File: src/rtl/aclk_pkg.sv
package aclk_pkg;

  typedef struct packed {
    logic usb;
    logic base;
    logic div2;
  } clk_cfg_t;

  function automatic int unsigned max4(input int unsigned a, input int unsigned b,
                                       input int unsigned c, input int unsigned d);
    int unsigned m;
    m = a;
    if (b > m) m = b;
    if (c > m) m = c;
    if (d > m) m = d;
    return m;
  endfunction

endpackage

File: src/rtl/aclk_core_tick.sv
module aclk_core_tick (
  input  logic clk_i,
  input  logic rst_ni,
  input  logic run_i,
  input  logic div2_i,
  input  logic wrap_i,
  output logic tick_o
);

  logic phase_q;

  // phase restarts at each frame so halving keeps a fixed origin
  always_ff @(posedge clk_i or negedge rst_ni) begin
    if (!rst_ni)                          phase_q <= 1'b0;
    else if (!run_i || wrap_i || !div2_i) phase_q <= 1'b0;
    else                                  phase_q <= ~phase_q;
  end

  assign tick_o = !div2_i || phase_q;

  assert_tick_halved_R5: assert property (@(posedge clk_i) disable iff (!rst_ni)
    (run_i && div2_i && tick_o) |=> (!tick_o || !div2_i || !run_i));

endmodule

File: src/rtl/aclk_frame_cnt.sv
module aclk_frame_cnt
  import aclk_pkg::*;
#(
  parameter int unsigned R_USB_LO = 250,
  parameter int unsigned R_USB_HI = 272,
  parameter int unsigned R_NRM_LO = 256,
  parameter int unsigned R_NRM_HI = 384,
  parameter int unsigned CNT_W    = 9
) (
  input  logic             clk_i,
  input  logic             rst_ni,
  input  logic             master_en_i,
  input  clk_cfg_t         cfg_in_i,
  input  logic             tick_i,
  output logic             run_o,
  output clk_cfg_t         cfg_o,
  output logic [CNT_W-1:0] pos_o,
  output logic [CNT_W-1:0] half_o,
  output logic             wrap_o
);

  logic             run_q;
  clk_cfg_t         cfg_q;
  logic [CNT_W-1:0] pos_q;
  logic [CNT_W-1:0] ratio;

  always_comb begin
    unique case ({cfg_q.usb, cfg_q.base})
      2'b00:   ratio = CNT_W'(R_NRM_LO);
      2'b01:   ratio = CNT_W'(R_NRM_HI);
      2'b10:   ratio = CNT_W'(R_USB_LO);
      default: ratio = CNT_W'(R_USB_HI);
    endcase
  end

  assign wrap_o = run_q && tick_i && (pos_q == ratio - 1'b1);
  assign half_o = ratio >> 1;

  always_ff @(posedge clk_i or negedge rst_ni) begin
    if (!rst_ni) begin
      run_q <= 1'b0;
      pos_q <= '0;
      cfg_q <= '0;
    end else if (!master_en_i || !run_q) begin
      run_q <= master_en_i;
      pos_q <= '0;
      cfg_q <= cfg_in_i;
    end else if (wrap_o) begin
      pos_q <= '0;
      cfg_q <= cfg_in_i;  // new settings only at the frame boundary
    end else if (tick_i) begin
      pos_q <= pos_q + 1'b1;
    end
  end

  assign run_o = run_q;
  assign cfg_o = cfg_q;
  assign pos_o = pos_q;

  assert_pos_in_range_R1: assert property (@(posedge clk_i) disable iff (!rst_ni)
    run_q |-> (pos_q < ratio));

  assert_cfg_frame_hold_R9: assert property (@(posedge clk_i) disable iff (!rst_ni)
    (run_q && $past(run_q) && !$past(wrap_o)) |-> (cfg_q == $past(cfg_q)));

endmodule

File: src/rtl/aclk_out_gen.sv
module aclk_out_gen #(
  parameter int unsigned CNT_W = 9
) (
  input  logic             run_i,
  input  logic             usb_i,
  input  logic             tick_i,
  input  logic [CNT_W-1:0] pos_i,
  input  logic [CNT_W-1:0] half_i,
  output logic             bclk_o,
  output logic             lrclk_o,
  output logic             frame_start_o
);

  assign lrclk_o       = run_i && (pos_i < half_i);
  assign bclk_o        = run_i && (usb_i ? pos_i[0] : pos_i[1]);
  assign frame_start_o = run_i && tick_i && (pos_i == '0);

endmodule

File: src/rtl/audio_clk_gen.sv
module audio_clk_gen
  import aclk_pkg::*;
#(
  parameter int unsigned R_USB_LO = 250,
  parameter int unsigned R_USB_HI = 272,
  parameter int unsigned R_NRM_LO = 256,
  parameter int unsigned R_NRM_HI = 384
) (
  input  logic clk_i,
  input  logic rst_ni,
  input  logic master_en_i,
  input  logic usb_mode_i,
  input  logic base_rate_i,
  input  logic mclk_div2_i,
  output logic bclk_o,
  output logic lrclk_o,
  output logic frame_start_o
);

  localparam int unsigned R_MAX = max4(R_USB_LO, R_USB_HI, R_NRM_LO, R_NRM_HI);
  localparam int unsigned CNT_W = $clog2(R_MAX);

  clk_cfg_t         cfg_in, cfg;
  logic             run, tick, wrap;
  logic [CNT_W-1:0] pos, half;

  assign cfg_in = '{usb: usb_mode_i, base: base_rate_i, div2: mclk_div2_i};

  aclk_core_tick u_tick (
    .clk_i  (clk_i),
    .rst_ni (rst_ni),
    .run_i  (run),
    .div2_i (cfg.div2),
    .wrap_i (wrap),
    .tick_o (tick)
  );

  aclk_frame_cnt #(
    .R_USB_LO (R_USB_LO),
    .R_USB_HI (R_USB_HI),
    .R_NRM_LO (R_NRM_LO),
    .R_NRM_HI (R_NRM_HI),
    .CNT_W    (CNT_W)
  ) u_cnt (
    .clk_i       (clk_i),
    .rst_ni      (rst_ni),
    .master_en_i (master_en_i),
    .cfg_in_i    (cfg_in),
    .tick_i      (tick),
    .run_o       (run),
    .cfg_o       (cfg),
    .pos_o       (pos),
    .half_o      (half),
    .wrap_o      (wrap)
  );

  aclk_out_gen #(.CNT_W(CNT_W)) u_out (
    .run_i         (run),
    .usb_i         (cfg.usb),
    .tick_i        (tick),
    .pos_i         (pos),
    .half_i        (half),
    .bclk_o        (bclk_o),
    .lrclk_o       (lrclk_o),
    .frame_start_o (frame_start_o)
  );

  assert_slave_quiet_R10: assert property (@(posedge clk_i) disable iff (!rst_ni)
    !master_en_i |=> (!bclk_o && !lrclk_o && !frame_start_o));

  assert_start_in_high_R8: assert property (@(posedge clk_i) disable iff (!rst_ni)
    frame_start_o |-> (lrclk_o && !bclk_o));

  assert_lr_rise_origin_R6: assert property (@(posedge clk_i) disable iff (!rst_ni)
    $rose(lrclk_o) |-> (pos == '0));

endmodule

File: config.mk
export PLATFORM = sky130hd
export DESIGN_NAME = audio_clk_gen
export DESIGN_NICKNAME = d
export VERILOG_FILES = /design/src/rtl/aclk_pkg.sv /design/src/rtl/aclk_core_tick.sv /design/src/rtl/aclk_frame_cnt.sv /design/src/rtl/aclk_out_gen.sv /design/src/rtl/audio_clk_gen.sv
export SDC_FILE = /design/constraint.sdc
export NUM_CORES = 1
export LEC_CHECK = 0
export CORE_MARGIN = 2
export CORE_UTILIZATION = 50
export CTS_CLUSTER_SIZE = 20
export DETAILED_ROUTE_END_ITERATION = 8
export GPL_TIMING_DRIVEN = 0
export PLACE_DENSITY = 0.74
export SYNTH_ARGS = -nofsm -noshare
export SYNTH_HDL_FRONTEND = slang
export SYNTH_SLANG_ARGS = --single-unit
File: constraint.sdc
create_clock -name clk_i -period 2.2 [get_ports clk_i]
set_input_delay 0.66 -clock clk_i [delete_from_list [all_inputs] [get_ports clk_i]]
set_output_delay 0.66 -clock clk_i [all_outputs]
set_load 0.02 [all_outputs]
## After elaboration in Yosys (flattened, before gate mapping)

Index checks and enable logic that the tools add are counted.

- $add $sub $neg: 2
- Order comparisons: 1
- Equality and inequality tests: 3
- Multiplexer cells: 8
- Bitwise gates (word level): 1
- Reductions and logical operators: 16

Operators with widths:

| cell | count |
|---|---|
| 2-to-1 mux 9 bit | 3 |
| one-hot mux 9 bit (3 select lines) | 1 |
| adder 9 x 1 -> 9 bit (second input constant) | 1 |
| equality test 9 bit | 1 |
| logical NOT 9 bit | 1 |
| < comparator 9 x 8 -> 1 bit | 1 |
| subtractor 9 x 1 -> 9 bit (second input constant) | 1 |
| 2-to-1 mux 3 bit | 2 |
| logical AND 1 bit | 5 |
| logical OR 1 bit | 4 |
| logical NOT 1 bit | 3 |
| nonzero test 3 bit | 1 |
| equality test 2 x 1 -> 1 bit (second input constant) | 1 |
| equality test 2 bit (second input constant) | 1 |
| logical NOT 2 bit | 1 |
| 2-to-1 mux 1 bit | 2 |
| nonzero test 2 bit | 1 |
| NOT 1 bit | 1 |

- Bits in registers: 14
- Output and inout port bits: 3
- Logic and storage cells: 37

## Depth between registers and ports, before layout

- Word-level depth: 8
- Gate-level depth with buffers: 8
- Mapped depth without buffers: 8

## Cells and area by module

From an unflattened synthesis, not the netlist that was laid out.

- Cell total of the unflattened synthesis: 119
- Area, all modules: 1,116.1 um^2

Modules (own cells, without submodules):

| module | times used | cells an instance | area each (um^2) |
|---|---|---|---|
| aclk_frame_cnt | 1 | 79 | 798.3 |
| aclk_out_gen | 1 | 37 | 274.0 |
| aclk_core_tick | 1 | 3 | 43.8 |

## Worst setup path after synthesis

OpenSTA, ideal clock, no wires.

- Path kind: register to output
- Start point: register u_cnt.cfg_q, in the netlist u_cnt.cfg_o[1]
- End point: output port lrclk_o
- Arrival time: 2.462 ns
- Path slack: -0.922 ns
- Cell stages (with the launch flop): 9
- Buffers on the path: 0
- Cells stage by stage: dfrtp_1 -> inv_1 -> ha_1 -> inv_1 -> ha_1 -> o21a_1 -> o41ai_1 -> a21oi_1 -> a2111oi_0

- Longest elaborated chain between the ends: 4

RTL lines:

| item | RTL line | text |
|---|---|---|
| start: declaration | aclk_frame_cnt.sv:23 | `clk_cfg_t cfg_q;` |
| start signal: assignment | aclk_frame_cnt.sv:47 | `cfg_q <= cfg_in_i;` |
| start signal: assignment | aclk_frame_cnt.sv:50 | `cfg_q <= cfg_in_i;` |
| equality test 2 bit (tied with other cells) | aclk_frame_cnt.sv:28 | `unique case ({cfg_q.usb, cfg_q.base})` |
| one-hot mux 9 bit (3 select lines) * | aclk_frame_cnt.sv:28 |  |
| < comparator 9 x 8 -> 1 bit * | aclk_out_gen.sv:14 | `assign lrclk_o = run_i && (pos_i < half_i);` |
| logical AND 1 bit * | aclk_out_gen.sv:14 |  |
| end: declaration | audio_clk_gen.sv:16 | `output logic lrclk_o,` |

Every way passes the cells marked *; elsewhere a longest branch is shown, timed or not.

## Worst setup path in the final report

- Start point: register u_cnt.cfg_q, in the netlist u_cnt.cfg_o[2]
- End point: output port lrclk_o

Same word-level chain as after synthesis.

==> results.sh <==
export IMPL_status="finished, violations left"
export IMPL_violations="negative setup slack"
export IMPL_drc=0
export IMPL_synth_top_area_cell="dfrtp_1"
export IMPL_antennaDiodeCount=0
export IMPL_ys_types=34
export IMPL_cpMostUsedCell="ha_4"
export IMPL_ys_ff_latch=14
export IMPL_grt_pass1_wl_mm=3.31
export IMPL_path_buf_inv=2
export IMPL_wl_per_cell_um=14.6
export IMPL_fin_crit_ns=2.65
export IMPL_synth_area_top_cells="dfrtp_1 37%, ha_1 14%, xnor2_1 6.4%, mux2_4 4.7%, nor2_1 3.9%"
export IMPL_clk_pin_slew_ns=0.09
export IMPL_async_reset_ff_share_pct=100
export IMPL_finalWorstSetupSlack_ns=-0.455
export IMPL_gp_congestion=0.792
export IMPL_core_area_um2=1760
export IMPL_syn_to_final_growth_pct=33.2
export IMPL_yosysWarningCount=0
export IMPL_drive_above_1_share_pct=35.5
export IMPL_required_ns=1.54
export IMPL_cts_root_buffer_cell="clkbuf_4"
export IMPL_place_area_um2=1130
export IMPL_critPathSlowestCell="dfrtp_2"
export IMPL_worst_slew_pin_slew_ns=0.632
export IMPL_rsz0062_at_grt="true"
export IMPL_vias_per_cell=5.44
export IMPL_numCtsBuffers=3
export IMPL_critical_path_top_delay_family="compound AO/OA/AOI/OAI gates"
export IMPL_avgSynthCellArea_um2=10.5
export IMPL_grt_max_degree=15
export IMPL_critPathLaunchType="register"
export IMPL_die_area_um2=2280
export IMPL_worst_r2r_setup_slack_ns=-0.11
export IMPL_synthTopCellsByCount="14 x dfrtp_1, 11 x ha_1, 10 x nor2_1"
export IMPL_clk_latency_ns=0.29
export IMPL_clockBufferDepth=2
export IMPL_cts_htree_levels=1
export IMPL_cp_arrival_ns=1.99
export IMPL_track_usage_pct=21.8
export IMPL_synth_cells=91
export IMPL_finalSetupViolCount=7
export IMPL_power_leakage_nw=0.549
export IMPL_hp_class="register to register"
export IMPL_syn_num_nets=108
export IMPL_crit_fanout=4
export IMPL_cp_end_kind="output pin"
export IMPL_antenna_found_initial=0
export IMPL_antenna_left=0
export IMPL_synth_edff_count=0
export IMPL_dp_hpwl_mm=1.41
export IMPL_first_pass_iters=4
export IMPL_final_hold_violation_count=0
export IMPL_ios=9
export IMPL_crit_chain="ha_4 > inv_4 > ha_4 > o21a_1 > o41ai_4 > a21oi_2 > a2111oi_4 > buf_4"
export IMPL_dp_cells=124
export IMPL_die_w_um=47.7
export IMPL_fmax_ghz=0.377
export IMPL_skew_ns=0.00575
export IMPL_synth_main_ff_cell="dfrtp_1"
export IMPL_portBuffers=8
export IMPL_cellPowerDensity_nw_per_um2=482
export IMPL_die_y_um=47.7
export IMPL_drv_slew=0
export IMPL_nets=128
export IMPL_clock_sinks=14
export IMPL_num_vias=735
export IMPL_path_class="register to output pin"
export IMPL_drt_total_wl_mm=1.97
export IMPL_tritoncts="built"
export IMPL_maxSlewHeadroom_pct=57.8
export IMPL_fin_crit_sh_pct=121
export IMPL_vdd_ir_drop_max_uv=455
export IMPL_gr_total_overflow=0
export IMPL_critPathMaxStageDelay_ns=0.48
export IMPL_instances_no_fill=135
export IMPL_fin_area_um2=1270
export IMPL_drtIter0Drc=4
export IMPL_grt_pass1_vias=704
export IMPL_initial_utilization_pct=54.2
export IMPL_netlist_area_leader_share_pct=36.6
export IMPL_maxCapViolations=0
export IMPL_synth_seq_area_share_pct=36.6
export IMPL_syn_area_um2=956
export IMPL_fp_row_count=15
export IMPL_synth_most_common_cell="dfrtp_1"
cell type report:
type	count	area, um^2
Multi-Input combinational cell	70	678
Fill cell	142	490
Sequential cell	14	354
Timing Repair Buffer	15	130
Clock buffer	4	36.3
Tap cell	25	31.3
Buffer	3	26.3
Inverter	4	17.5
state kept, by name, indices dropped and copies added, names as in the netlist:
register        flops
u_cnt.pos_o         9
u_cnt.cfg_o         3
u_cnt.run_o         1
u_tick.phase_q      1
repair_timing:
action                                  4_1_cts  5_1_grt
pin swaps                                     2        1
buffers inserted                              6        1
endpoints found under the setup margin       14       13
resized for setup                            25        3
hold buffers                                  0        0
cell families after synthesis:
| kind of cell | share of synthesized area (%) |
|---|---|
| flip-flops | 36.6 |
| AO/OA/AOI/OAI | 7.59 |
| AND/OR/NAND/NOR | 21.9 |
| adder cells (fa/ha/maj) | 14.4 |
| XOR/XNOR | 8.25 |
| multiplexers | 6.94 |
| buffers and inverters | 4.32 |
layout by cell type (no fill, tap or decap), types with 2 or more instances in the layout:
cell type / Yosys / layout
nand4_1: 2 / 2
ha_4: 0 / 3
clkdlybuf4s50_1: 0 / 5
xnor2_1: 7 / 7
nor4b_1: 3 / 3
nand2_1: 7 / 7
buf_6: 2 / 3
inv_2: 0 / 3
xor2_1: 2 / 2
buf_4: 0 / 8
a21oi_1: 3 / 2
dfrtp_1: 14 / 11
mux2_4: 3 / 4
dfrtp_2: 0 / 3
nor2_1: 10 / 9
ha_1: 11 / 8
clkbuf_4: 0 / 3
power by group:
| part | total (mW) | switching, mW | internal (mW) |
|---|---|---|---|
| Combinational | 0.147 | 0.0651 | 0.0817 |
| Clock | 0.185 | 0.0845 | 0.101 |
| Sequential | 0.282 | 0.0152 | 0.267 |
path summary, 6_finish.rpt:
check	endpoint	from	depth (start not counted)
hold reg to reg	u_cnt.cfg_o[0]$_DFFE_PN0P_	u_cnt.cfg_o[0]$_DFFE_PN0P_	1
hold / removal	u_cnt.cfg_o[0]$_DFFE_PN0P_	u_cnt.cfg_o[0]$_DFFE_PN0P_	1
setup / recovery	lrclk_o	u_cnt.cfg_o[2]$_DFFE_PN0P_	8
setup reg to reg	u_cnt.cfg_o[1]$_DFFE_PN0P_	u_cnt.cfg_o[2]$_DFFE_PN0P_	7
min in group asynchronous	u_cnt.cfg_o[2]$_DFFE_PN0P_	rst_ni	1
max in group asynchronous	u_cnt.pos_o[0]$_DFFE_PN0P_	rst_ni	1
routing by layer:
| metal | part of all wire (%) | vias up | GRT usage, % |
|---|---|---|---|
| met5 | 0 | - | 0 |
| met4 | 1.3 | 0 | 6.49 |
| met3 | 3.8 | 5 | 5.66 |
| met2 | 48 | 16 | 36.5 |
| met1 | 47 | 351 | 27.6 |
| li1 | - | 363 | - |
through the flow:
stage | total power [mW] | util (%) | TNS [ns] | hold WS, ns | worst slack, ns
2_1_floorplan | 0.363 | - | -0.494 | 0.364 | -0.157
3_3_place_gp | 0.397 | 63.8 | -2.01 | 0.529 | -0.742
3_5_place_dp | 0.402 | 63.8 | -2.40 | 0.529 | -0.772
4_1_cts | 0.613 | 71.1 | -1.08 | 0.558 | -0.466
5_1_grt | 0.648 | 72.2 | -1.74 | 0.573 | -0.567
6_report | 0.614 | 72.2 | -1.15 | 0.557 | -0.455
No activity file was read; power rests on OpenSTA's default activity.
